### config.mk
export PLATFORM = sky130hd
export DESIGN_NAME = usb_ep_cfg_bank
export DESIGN_NICKNAME = d
export VERILOG_FILES = /design/src/rtl/usb_ep_cfg_pkg.sv /design/src/rtl/ep_mode_reg.sv /design/src/rtl/ep_data_buf.sv /design/src/rtl/usb_ep_cfg_bank.sv
export SDC_FILE = /design/constraint.sdc
export NUM_CORES = 1
export LEC_CHECK = 0
export ABC_AREA = 0
export CORE_ASPECT_RATIO = 1.4
export CORE_MARGIN = 1
export CORE_UTILIZATION = 45
export CTS_BUF_LIST = sky130_fd_sc_hd__clkbuf_8
export DETAILED_ROUTE_END_ITERATION = 10
export PLACE_DENSITY_LB_ADDON = 0.05
export SYNTH_ARGS = -nofsm -noshare
export SYNTH_HDL_FRONTEND = slang
export SYNTH_SLANG_ARGS = --single-unit
### constraint.sdc
create_clock -name clk -period 3.9 [get_ports clk]
set_input_delay 0.975 -clock clk [delete_from_list [all_inputs] [get_ports clk]]
set_output_delay 0.975 -clock clk [all_outputs]
set_load 0.005 [all_outputs]
### src/rtl/usb_ep_cfg_pkg.sv
package usb_ep_cfg_pkg;

   localparam int MODE_W = 4;

   // Field order is fixed: firmware and the SIE decode these positions.
   typedef struct packed {
      logic              stall;
      logic              rsvd;
      logic              nak_ien;
      logic              acked;
      logic [MODE_W-1:0] mode;
   } ep_mode_t;

   localparam int CTRL_W = $bits(ep_mode_t);

endpackage

### src/rtl/ep_mode_reg.sv
module ep_mode_reg
   import usb_ep_cfg_pkg::*;
(
   input  logic              clk,
   input  logic              rst_n,
   input  logic              fw_sel,
   input  logic [CTRL_W-1:0] fw_wdata,
   input  logic              sie_we,
   input  logic [MODE_W-1:0] sie_mode,
   input  logic              ack_done,
   input  logic              nak_done,
   output ep_mode_t          q,
   output logic              irq
);

   ep_mode_t fw_view;
   logic     fw_take;

   assign fw_view = ep_mode_t'(fw_wdata);
   // the SIE owns the register in a collision cycle
   assign fw_take = fw_sel && !sie_we;

   always_ff @(posedge clk) begin
      if (!rst_n) begin
         q   <= '0;
         irq <= 1'b0;
      end else begin
         irq <= ack_done || (nak_done && q.nak_ien);
         q.rsvd <= 1'b0;
         if (sie_we) begin
            q.mode <= sie_mode;
         end else if (fw_take) begin
            q.stall   <= fw_view.stall;
            q.nak_ien <= fw_view.nak_ien;
            q.mode    <= fw_view.mode;
         end
         if (ack_done) begin
            q.acked <= 1'b1;
         end else if (fw_take) begin
            q.acked <= 1'b0;
         end
      end
   end

endmodule

### src/rtl/ep_data_buf.sv
module ep_data_buf #(
   parameter int DEPTH  = 8,
   parameter int DATA_W = 8
) (
   input  logic                     clk,
   input  logic                     we,
   input  logic [$clog2(DEPTH)-1:0] idx,
   input  logic [DATA_W-1:0]        wdata,
   output logic [DATA_W-1:0]        rdata
);

   logic [DATA_W-1:0] mem [DEPTH];

   // contents are undefined until written; no reset on purpose
   always_ff @(posedge clk) begin
      if (we) begin
         mem[idx] <= wdata;
      end
   end

   assign rdata = mem[idx];

endmodule

### src/rtl/usb_ep_cfg_bank.sv
module usb_ep_cfg_bank
   import usb_ep_cfg_pkg::*;
#(
   parameter int               ADDR_W      = 8,
   parameter int               DATA_W      = 8,
   parameter int               NUM_MODE_EP = 2,
   parameter int               NUM_BUF_EP  = 3,
   parameter int               BUF_DEPTH   = 8,
   parameter logic [ADDR_W-1:0] MODE_BASE  = 8'h45,
   parameter logic [ADDR_W-1:0] BUF_BASE   = 8'h50
) (
   input  logic                          clk,
   input  logic                          rst_n,
   input  logic [ADDR_W-1:0]             fw_addr,
   input  logic [DATA_W-1:0]             fw_wdata,
   input  logic                          fw_we,
   output logic [DATA_W-1:0]             fw_rdata,
   input  logic [NUM_MODE_EP-1:0]        sie_mode_we,
   input  logic [NUM_MODE_EP*MODE_W-1:0] sie_mode_val,
   input  logic [NUM_MODE_EP-1:0]        sie_ack_done,
   input  logic [NUM_MODE_EP-1:0]        sie_nak_done,
   output logic [NUM_MODE_EP-1:0]        sie_stall,
   output logic [NUM_MODE_EP*MODE_W-1:0] sie_mode,
   output logic [NUM_MODE_EP-1:0]        sie_nak_ien,
   output logic [NUM_MODE_EP-1:0]        ep_irq
);

   localparam int IDX_W    = $clog2(BUF_DEPTH);
   localparam int SEL_W    = ADDR_W - IDX_W;
   localparam int BUF_SPAN = NUM_BUF_EP * BUF_DEPTH;

   // elaboration-time parameter checks
   if (DATA_W != CTRL_W) begin : g_bad_width
      $error("DATA_W must equal the control register width");
   end
   if (BUF_DEPTH < 2 || (BUF_DEPTH & (BUF_DEPTH - 1)) != 0) begin : g_bad_depth
      $error("BUF_DEPTH must be a power of two of at least 2");
   end
   if (int'(MODE_BASE) + NUM_MODE_EP > int'(BUF_BASE)) begin : g_bad_map
      $error("control registers overlap the buffer window");
   end
   if (int'(BUF_BASE) + BUF_SPAN > 2 ** ADDR_W) begin : g_bad_span
      $error("buffer window exceeds the address space");
   end

   // address decode
   logic [ADDR_W-1:0]      buf_off;
   logic                   buf_hit;
   logic [SEL_W-1:0]       buf_sel;
   logic [IDX_W-1:0]       buf_idx;
   logic [NUM_MODE_EP-1:0] mode_hit;

   assign buf_off = fw_addr - BUF_BASE;
   assign buf_hit = (fw_addr >= BUF_BASE) &&
                    ({1'b0, buf_off} < (ADDR_W + 1)'(BUF_SPAN));
   assign buf_sel = buf_off[ADDR_W-1:IDX_W];
   assign buf_idx = buf_off[IDX_W-1:0];

   // endpoint control registers, each with its own update strobe
   ep_mode_t                      mode_q [NUM_MODE_EP];
   logic [NUM_MODE_EP*DATA_W-1:0] mode_q_flat;

   for (genvar i = 0; i < NUM_MODE_EP; i++) begin : g_mode
      localparam logic [ADDR_W-1:0] MY_ADDR = MODE_BASE + ADDR_W'(i);

      assign mode_hit[i] = (fw_addr == MY_ADDR);

      ep_mode_reg u_mode (
         .clk      (clk),
         .rst_n    (rst_n),
         .fw_sel   (fw_we && mode_hit[i]),
         .fw_wdata (fw_wdata),
         .sie_we   (sie_mode_we[i]),
         .sie_mode (sie_mode_val[i*MODE_W +: MODE_W]),
         .ack_done (sie_ack_done[i]),
         .nak_done (sie_nak_done[i]),
         .q        (mode_q[i]),
         .irq      (ep_irq[i])
      );

      assign mode_q_flat[i*DATA_W +: DATA_W]   = mode_q[i];
      assign sie_stall[i]                      = mode_q[i].stall;
      assign sie_nak_ien[i]                    = mode_q[i].nak_ien;
      assign sie_mode[i*MODE_W +: MODE_W]      = mode_q[i].mode;
   end

   // endpoint data buffers
   logic [DATA_W-1:0] buf_rd [NUM_BUF_EP];

   for (genvar j = 0; j < NUM_BUF_EP; j++) begin : g_buf
      ep_data_buf #(
         .DEPTH  (BUF_DEPTH),
         .DATA_W (DATA_W)
      ) u_buf (
         .clk   (clk),
         .we    (fw_we && buf_hit && (buf_sel == SEL_W'(j))),
         .idx   (buf_idx),
         .wdata (fw_wdata),
         .rdata (buf_rd[j])
      );
   end

   // read mux: unmapped addresses fall through to zero
   always_comb begin
      fw_rdata = '0;
      for (int i = 0; i < NUM_MODE_EP; i++) begin
         if (mode_hit[i]) begin
            fw_rdata = mode_q_flat[i*DATA_W +: DATA_W];
         end
      end
      if (buf_hit) begin
         for (int j = 0; j < NUM_BUF_EP; j++) begin
            if (buf_sel == SEL_W'(j)) begin
               fw_rdata = buf_rd[j];
            end
         end
      end
   end

endmodule

======== Yosys cells after proc, flatten, opt, wreduce, memory -nomap -nowiden ========
Memory sizes are Yosys's and may differ from the RTL's.
Cells that the tools add are included.
word-level totals
  flip-flop bits (word level) ............. 16
  memory bits (writable) .................. 192
  input port bits ......................... 33
  memories ................................ 3
memories
  memory              words  bits a word  read ports  clocked after Yosys merged registers in  write ports  line               RTL
  g_buf[0].u_buf.mem  8      8            1           0                                        1            ep_data_buf.sv:12  logic [DATA_W-1:0] mem [DEPTH];
  g_buf[1].u_buf.mem  8      8            1           0                                        1            ep_data_buf.sv:12
  g_buf[2].u_buf.mem  8      8            1           0                                        1            ep_data_buf.sv:12
cells by class
  eq/ne operators ......................... 4
  reduce and logical (&&, ||, !) cells .... 22
  muxes and demuxes ....................... 20
  order comparisons ....................... 2
  bitwise gates (word level) .............. 2
  add/sub/neg operators ................... 1
operators by type and width
  operator                                                                              number
  8-bit 2-to-1 mux                                                                      6
  8-bit by 7-bit equality test with 1-bit output (second input constant)                2
  4-bit 2-to-1 mux                                                                      4
  1-bit logical AND                                                                     11
  1-bit 2-to-1 mux                                                                      10
  8-bit by 7-bit greater-or-equal comparator with 1-bit output (second input constant)  1
  8-bit by 5-bit less-than comparator with 1-bit output (second input constant)         1
  2-bit nonzero test                                                                    4
  8-bit by 7-bit subtractor with 8-bit output (second input constant)                   1
  5-bit by 1-bit equality test with 1-bit output (second input constant)                1
  5-bit by 2-bit equality test with 1-bit output (second input constant)                1
  5-bit zero test                                                                       1
  2-bit AND reduction                                                                   2
  1-bit zero test                                                                       2
  1-bit logical OR                                                                      2
  1-bit inverter                                                                        2

======== Longest topological paths before layout ========
Gate-level depths: netlist of the first run.
  word-level depth ........................ 7
  gate-level depth with buffers ........... 9
  depth with buffers taken out ............ 7

======== Hierarchy ========
From an unflattened synthesis of the first run, not the netlist that was laid out.
unflattened totals
  cell total of the unflattened synthesis .. 536
  area total of the unflattened synthesis .. 9056.2 um^2
by module, submodules not included
  module           instances  cells each  seq. area each (um^2)  area each (um^2)
  ep_data_buf      3          121         1921.8                 2555.0
  usb_ep_cfg_bank  1          107         0.0                    730.7
  ep_mode_reg      2          33          160.2                  330.3

======== Worst setup path before layout of the first run ========
No wires, ideal clock.
  path kind ............................... input-to-output
  start ................................... in fw_addr[4]
  end ..................................... out fw_rdata[0]
  data required time ...................... 2.925 ns
  arrival time ............................ 2.443 ns
  setup slack ............................. 0.482 ns
  stages on the path ...................... 7
  path buffers ............................ 0
  path through ............................ inv_1 > ha_1 > and4b_1 > a41oi_2 > nor2_1 > a221o_1 > a31o_1
on the way
  cells in the longest elaborated chain, start to end .. 7
  elaborated cells on any way between the ends .. 15
RTL lines
  what                                                                                                 line                    RTL
  from (decl)                                                                                          usb_ep_cfg_bank.sv:14   input logic [ADDR_W-1:0] fw_addr,
  parallel branches: the longest is 6 deep, another holds 8-bit by 7-bit subtractor with 8-bit output  -
  8-bit 2-to-1 mux (*)                                                                                 usb_ep_cfg_bank.sv:111  if (buf_hit) begin
  to (decl)                                                                                            usb_ep_cfg_bank.sv:17   output logic [DATA_W-1:0] fw_rdata,
Mark *: on every way between the ends.

======== Worst setup path in the final report of the first run ========
  start ................................... in fw_addr[4]
  end ..................................... out fw_rdata[1]
The elaborated chain is that of the path after synthesis.

==> results.md, run 1 <==
Power and ir drop:
- The worst-case IR drop observed on VDD is approximately 0.35 mV.
- Of the total power, the clock network draws 0.352.
- The share of power burned in combinational logic is 0.086.
- The static leakage is a little under 4 nW.
- The net switching power is 0.00101 W.
- The switching share of power is 0.231.
- The power per cell area is 401 nW/um2.
- The sequential power share is 0.562.
- The internal power of the cells totals roughly 0.0034 W.

Clocking:
- The tree is rooted in a clkbuf_8.
- CTS built an H-tree with a depth of 1.
- Clock tree synthesis found a total of approximately 210 sinks.
- For the worst-skew pair, the clock arrives at the later sink with an insertion delay of about 570 ps.
- TritonCTS built the clock tree.
- The clock passes through at most 3 buffers.
- Clock tree synthesis inserted a total of 31 buffers.
- The clock-pin transition on the worst setup and hold timing paths is approximately 60 ps.
- Hold repair after CTS inserted 0 buffers.

Cells and area:
- The antenna diode count is 0.
- The number of fill cells is between 1500 and 2000.
- Registers take a little over 6000 um2.
- Of the cells placed in the final design, the portion with a size suffix greater than 1 is 0.282.
- Relative to the synthesized area, the layout overhead comes to 23.8%.
- For this run, the share of the core covered by cells in the final layout is 0.567.
- The area occupied by multi-input gates is 2540 um2.
- After routing the design area is between 10000 and 15000 um2.
- The final cell count without fillers is roughly 1000.
- The final layout net count is ~770.

GRT:
- The number of antenna violations at the first check in global routing is 0.
- The via count of the first global-routing pass came to 5696.
- For this run, the total global-route usage over all layers was measured as 0.238.
- The final global-route overflow total is 0.
- The pin count of the biggest net entering global routing is 27.
- The first global-routing pass estimated roughly 35 mm of wire.

Hold path:
- Counting instances, the worst hold path has a depth of 2.
- The critical hold path startpoint is g_mode[0].u_mode.q[7].
- The end point of the worst hold path is g_mode[0].u_mode.q[7].
- The type of the tightest min-delay check is register to register.

Logic synthesis:
- The cell count after synthesis came out at 571.
- The proportion of synthesized chip area in sequential cells is 0.692.
- The synthesized design spends more area on one cell type than any other, namely edfxtp_1.
- The average instance in the mapped netlist occupies 15.4 um2.
- The share of Yosys cell area claimed by the top area cell type is 0.655.
- The fraction of registers with async set/reset is 0.
- Ranked by total cell area, the synthesized netlist is headed by edfxtp_1 (66%), mux4_2 (6.1%), dfxtp_1 (3.6%), mux2i_1 (2.5%), nor2_1 (2.1%).
- Ranked by instance count, the synthesized netlist is headed by edfxtp_1 (192), nor2_1 (49), nand2_1 (47), mux4_2 (24), mux2i_1 (22).
- Yosys printed 0 warnings.
- The top flip-flop cell by instance count after synthesis is edfxtp_1.
- Counting flops with a built-in enable in the synthesized netlist gives 192.
- The register bit total from synthesis is approximately 210.
- The synthesized netlist net count is roughly 610.
- The unique cell type count in the Yosys netlist is 56.
- The area of the mapped netlist is a little under 9000 um2.
- The most frequent cell after synthesis is edfxtp_1.

Worst setup path:
- The critical path data arrival time is slightly below 3000 ps.
- The worst setup path is launched from an input pin.
- The element type at the critical path end is a primary output.
- For this run, the slowest stage of the critical path takes 310 ps.
- The worst register-to-register path has a depth of 3.
- In this run the worst path has a maximum fanout of 8.
- The capture point of the worst reg-to-reg path is g_mode[1].u_mode.q[2].
- On the critical path the largest part of the delay comes from buffers and inverters.
- The signal on the critical path passes through dlygate4sd2_1, inv_1, ha_4, and4b_1, a41oi_2, nor2_1, buf_4, a221oi_4, o22ai_2, dlygate4sd2_1.
- The master of the slowest instance on the critical path is a221oi_4.
- The startpoint identified for the worst register-to-register timing path is g_mode[1].u_mode.q[2].
- The critical path buffer and inverter count is 4.
- The critical path in this run is classified as input pin to primary output.
- The most repeated library cell on the critical path is dlygate4sd2_1.
- The setup slack on the worst flop-to-flop path is 3030 ps.
- The data required time at the worst endpoint is 2920 ps.

STA:
- Setup repair after global routing could not meet its margin everywhere.
- The highest clock rate is 256 MHz.
- The final hold violation count came to 0.
- The total negative slack is 0 ps.
- The measured slew at the worst slew-check pin is roughly 1100 ps.
- In the finished design, the share of the clock period the worst path needs comes to 1.00.
- Setup violations remaining at the end of the flow were counted as 0.
- The clock period could shrink to ~3900 ps.
- The worst clock skew on the final layout is ~2.1 ps.
- The max-slew violation count is 0.
- The worst pin sits at a relative slew slack of 0.264.
- Across all hold checks on the routed design, the worst slack comes to 514 ps.

Route:
- The first TritonRoute pass finished after 4 iterations.
- Summing over every cut layer, the via total after detailed routing is around 5600.
- After detailed routing, the average wire length per cell comes to approximately 23 um.
- The initial detailed-routing violation count is around 370.
- For this run, design rule violations remaining after detail routing come to 0.
- The count of nets left with antenna violations once routing finished came out at 0.
- For this block, the routed nets add up to 23.2 mm of wire.
- The average via count per standard cell is 5.56.

Run status:
- The run finished with clean final reports.

Place:
- The total half-perimeter wirelength after legalization and detailed placement is 15.5 mm.
- Once placement finished, the instance area stood at around 10000 um2.
- At the end of routability-driven placement, the weighted congestion stood at roughly 0.92.
- The quantity of I/O buffers inserted on ports is 54.
- Once placement completed, the tool counted placed cells totaling roughly 940.

Floorplan:
- The floorplan step defined a die boundary enclosing 20100 um2.
- The starting density of the core is 0.458.
- The die extent in x is between 100 and 150 um.
- The number of I/O pins is 55.
- The cell row count is 60.
- The total area inside the core boundary comes to 19200 um2.
- The die is approximately 170 um tall.

Run:
- The max-capacitance violation count is 0.
timing repair:
action | in CTS | in global routing
pin swaps | 9 | 3
gates resized for setup | 39 | 13
buffers inserted | 7 | 0
hold endpoints to repair | 0 | 0
endpoints found under the setup margin | 8 | 8
logic make-up (layout without fill, tap and decap cells):
| group | after synthesis | after routing | synth area share |
|---|---|---|---|
| compound gates | 98 | 98 | 0.0791 |
| xor+xnor | 2 | 2 | 0.00199 |
| fa+ha+maj | 2 | 2 | 0.00284 |
| buf+inv | 48 | 231 | 0.0331 |
| flops | 208 | 208 | 0.692 |
| mux | 62 | 62 | 0.109 |
| simple gates | 151 | 151 | 0.0825 |
tightest hold or removal path, cell delays in order, from the launching register on:
cell	delay [ps]
dfxtp_1	330
o21ai_0	60
a21boi_0	70
layer usage:
layer,global-route usage,wire (um),share of wire
met5,0,0,0
met3,0.0381,1150,0.050
met1,0.302,9340,0.40
met4,0.0821,714,0.031
met2,0.411,12000,0.52
power groups by stage:
stage | clock [W] | combinational [W] | sequential (W)
floorplan | 0 | 0.000163 | 0.00249
finish | 0.00154 | 0.000376 | 0.00245
global placement | 0 | 0.000356 | 0.00250
global route | 0.00167 | 0.000403 | 0.00245
detailed placement | 0 | 0.000360 | 0.00250
CTS | 0.00159 | 0.000371 | 0.00245
final cells by class:
type	count	share of cell area
clock inverter	26	0.00954
tap	248	0.0285
sequential	208	0.559
clock buffer	31	0.0392
timing repair buffer	167	0.128
inverter	7	0.00264
multi-input combinational	315	0.233
cell usage in the layout, fill, tap and decap left out, drive strengths merged, types with 15 or more instances in the layout:
master	n
mux2i	22
clkbuf	33
dfxtp	16
clkdlybuf4s50	39
buf	120
nand2	47
mux4	25
mux2	15
o21ai	22
inv	23
nor2	49
edfxtp	192
flip-flops by register name, summed over array words and instances (netlist names):
signal,count
g_mode.u_mode.irq,2
g_mode.u_mode.q,14
g_buf.u_buf.mem,192
worst max path at each step:
stage / startpoint / endpoint / slack [ps] / depth (start not counted)
6_report: fw_addr[4] / fw_rdata[1] / 0.4 / 10
5_1_grt: fw_addr[5] / fw_rdata[1] / -50 / 9
4_1_cts: fw_addr[1] / fw_rdata[1] / 2 / 9
3_5_place_dp: fw_addr[4] / fw_rdata[3] / -560 / 10
3_3_place_gp: fw_addr[4] / fw_rdata[0] / -540 / 10
2_1_floorplan: fw_addr[4] / fw_rdata[0] / 480 / 7
metrics by stage:
| stage | total power [W] | setup WS, ps |
|---|---|---|
| floorplan | 0.00266 | 482 |
| global placement | 0.00285 | -545 |
| detailed placement | 0.00286 | -561 |
| CTS | 0.00441 | 2.30 |
| global route | 0.00453 | -52.7 |
| finish | 0.00436 | 0.390 |
No activity file was read; power rests on OpenSTA's default activity.
==> inputs of run 2 (changes only) <==
Settings changed: CORE_UTILIZATION 45 to 52.
==> run 2 against run 1 <==
The flow now finishes with violations (DRC); worst setup slack improved by 73 ps; core utilization rose by 8.8 points; global-route usage increased by 2.0 points; cell area decreased by 1.6%; clock-buffer cell count is 1 lower; register-to-register slack improved by 20 ps; hold slack improved by 20 ps; total power shrank 1.1%; final cell count is 7.3% lower; sequential power barely moved.
==> results.md, run 2 (synthesized netlist as in run 1, its figures left out) <==
Worst setup path:
- The critical path data arrival time was 2850 ps (-70 ps).
- The data required time at the worst endpoint came to 2920 ps (about the same).
- The most critical setup path has its endpoint at fw_rdata[0].
- The setup slack on the worst flop-to-flop path is 3050 ps (+20 ps).
- The critical path in this run is classified as input pin to primary output.
- The most critical setup path has its startpoint at fw_addr[3].
- STA classifies the critical path startpoint as an input pin.
- The startpoint identified for the worst register-to-register timing path is g_mode[1].u_mode.q[1].
- The worst register-to-register path ends at g_mode[1].u_mode.q[1].
- The element type at the critical path end is a primary output.
- The maximum net fanout on the critical path is 5 (-3).
- The depth of the most critical reg-to-reg path is 3 (unchanged).

Cells and area:
- Counting flops per register, the top entry is g_buf.u_buf.mem.
- The share of cells above drive strength 1 is 0.267 (-0.0154).
- From synthesis to final layout, the design area changed by 21.9%.
- The flip-flop count of the largest register after layout came to 192 (unchanged).
- The largest registers in the layout are g_buf.u_buf.mem (192), g_mode.u_mode.q (14), g_mode.u_mode.irq (2).
- The number of fill cells is 1226 (-24%).
- The library cells used most frequently in the layout, excluding fill and tap cells, are edfxtp_1 (192), buf_4 (85), nand2_1 (47).
- The final layout net count was 745 (-2.6%).
- The most common library cell in the layout ignoring fill and taps is edfxtp_1.
- The utilization of the core after routing came to 0.655 (+0.0880).
- The antenna diode count came to 0 (unchanged).

STA:
- The final hold violation count is 0 (unchanged).
- The max-slew violation count was 0 (unchanged).
- The total negative slack is 0 ps (unchanged).
- The highest clock rate is 261 MHz (+1.9%).
- The worst clock skew on the final layout is 0.0891 ps (-2.00 ps).
- The measured slew at the worst slew-check pin is 1140 ps (+39.1 ps).
- The worst slew margin relative to its limit is 0.238 (-0.0262).
- The minimum period implied by the final worst setup slack is 3830 ps (-72.5 ps).
- The period utilization is 0.981 (-0.0186).
- Setup repair after global routing left no endpoint under its margin.
- The setup-violating endpoint count in the final report came to 0 (unchanged).
- The final worst hold slack is 534 ps (+20.4 ps).
- The setup slack after layout is 72.9 ps (+72.5 ps).

GRT:
- The number of antenna violations at the first check in global routing was 0 (unchanged).
- The first-pass GRT wire length is 33.2 mm (-4.7%).
- The final global-route overflow total is 0 (unchanged).
- The overall track demand over capacity in global routing is 0.258 (+0.0200).
- The via count of the first global-routing pass is 5795 (+1.7%).
- The pin count of the biggest net entering global routing is 27 (unchanged).

Route:
- The initial detailed-routing violation count is 518 (+42%).
- The remaining routing DRC violations is 5 (+5).
- The total via count in the routed design is 5524 (-0.81%).
- The number of optimization iterations in the first detailed-route pass came to 10 (+6).
- The average via count per standard cell is 5.95 (+7.0%).
- The post-detailed-route wirelength per cell is 23.2 um (+0.15%).
- The residual antenna-violating net count after detailed routing is 0 (unchanged).
- The overall routed net length came to 21.6 mm (-7.2%).

Run status:
- The final reports fail on DRC.
- The flow ran to the end, but the final reports show violations.

Floorplan:
- The starting density of the core is 0.537 (+0.0794).
- The chip height is 156 um (-6.9%).
- The cell row count came to 55 (-8.3%).
- The die extent in x came to 112 um (-6.9%).
- The core area is 16400 um2 (-15%).
- The number of I/O pins is 55 (unchanged).
- The floorplan die area was 17400 um2 (-13%).

Clocking:
- The clock-pin transition on the worst setup and hold timing paths is 60 ps (about the same).
- CTS placed an instance of clkbuf_8 at the clock tree root.
- The insertion delay of the later-clocked pin in the worst-skew pair is 560 ps (about the same).
- The count of clock tree sinks was 208 (unchanged).
- The number of buffers inserted during clock tree synthesis is 30 (-3.2%).
- The CTS H-tree depth is 1 (unchanged).
- The clock tree from TritonCTS is built.
- The count of hold buffers inserted by post-cts repair is 0 (unchanged).
- The clock tree buffer depth was 3 (unchanged).

Place:
- The total half-perimeter wirelength after legalization and detailed placement is 14.6 mm (-5.7%).
- The final weighted congestion in routability-driven placement came to 0.935 (+2.2%).
- The quantity of I/O buffers inserted on ports is 54 (unchanged).
- The pre-CTS setup slack is -591 ps (-30.8 ps).

Power and ir drop:
- The static leakage is 3.83 nW (-2.1%).
- The overall power of the completed layout is 0.00431 W (-1.1%).
- The power per cell area is 402 nW/um2 (+0.44%).
- The maximum resistive drop on vdd is 0.302 mV (-15%).

Hold path:
- The type of the tightest min-delay check is register to register.

Run:
- The max-capacitance violation count was 0 (unchanged).
run 2: layer usage:
metal | routed length [um] | share of wire | GRT usage
met2 | 11100 | 0.51 | 0.453
met4 | 578 | 0.027 | 0.0978
met1 | 8760 | 0.41 | 0.325
met3 | 1140 | 0.053 | 0.0361
met5 | 0 | 0 | 0
run 2: worst min-delay path by stage:
stage | startpoint | to | slack (ps) | cells past startpoint
global placement | g_mode[0].u_mode.q[7] | g_mode[0].u_mode.q[7] | 500 | 2
CTS | g_mode[0].u_mode.q[7] | g_mode[0].u_mode.q[7] | 530 | 2
finish | g_mode[1].u_mode.q[7] | g_mode[1].u_mode.q[7] | 530 | 2
floorplan | g_mode[0].u_mode.q[7] | g_mode[0].u_mode.q[7] | 470 | 2
detailed placement | g_mode[0].u_mode.q[7] | g_mode[0].u_mode.q[7] | 510 | 2
global route | g_mode[0].u_mode.q[7] | g_mode[0].u_mode.q[7] | 580 | 2
run 2: repair_timing:
item,in CTS,in global routing
pin swaps,6,5
setup endpoints to repair,8,8
cloned,0,0
setup buffers,1,1
resized for setup,38,13
run 2: layout make-up:
type                    count  area, um2  share of cell area
clock inverters            22       98.8             0.00922
flip-flops and latches    208       6090               0.568
well taps                 199        249              0.0232
multi-input cells         315       2540               0.237
inverters                   7       26.3             0.00245
clock buffers              30        413              0.0385
repair buffers            148       1310               0.122
run 2: worst max-delay path: stages:
cell and delay (ps):
clkdlybuf4s50_1 580, nand2b_1 290, nor3_2 80, buf_4 170, a221o_1 260, a31o_1 230
dlygate4sd2_1 260
run 2: report_power, final:
part / switching [W] / leakage [nW] / total (W) / internal (W)
logic: 0.000193 / 1.67 / 0.000362 / 0.000170
registers: 0.00000568 / 1.86 / 0.00245 / 0.00244
clock network: 0.000786 / 0.300 / 0.00150 / 0.000715
run 2: metrics by stage:
stage / instance area (um2) / instances
final: 10700 / 929
after global routing: 10700 / 929
after CTS: 10700 / 928
after detailed placement: 10100 / 877
after global placement: 10100 / 877
after floorplan: 8800 / 571
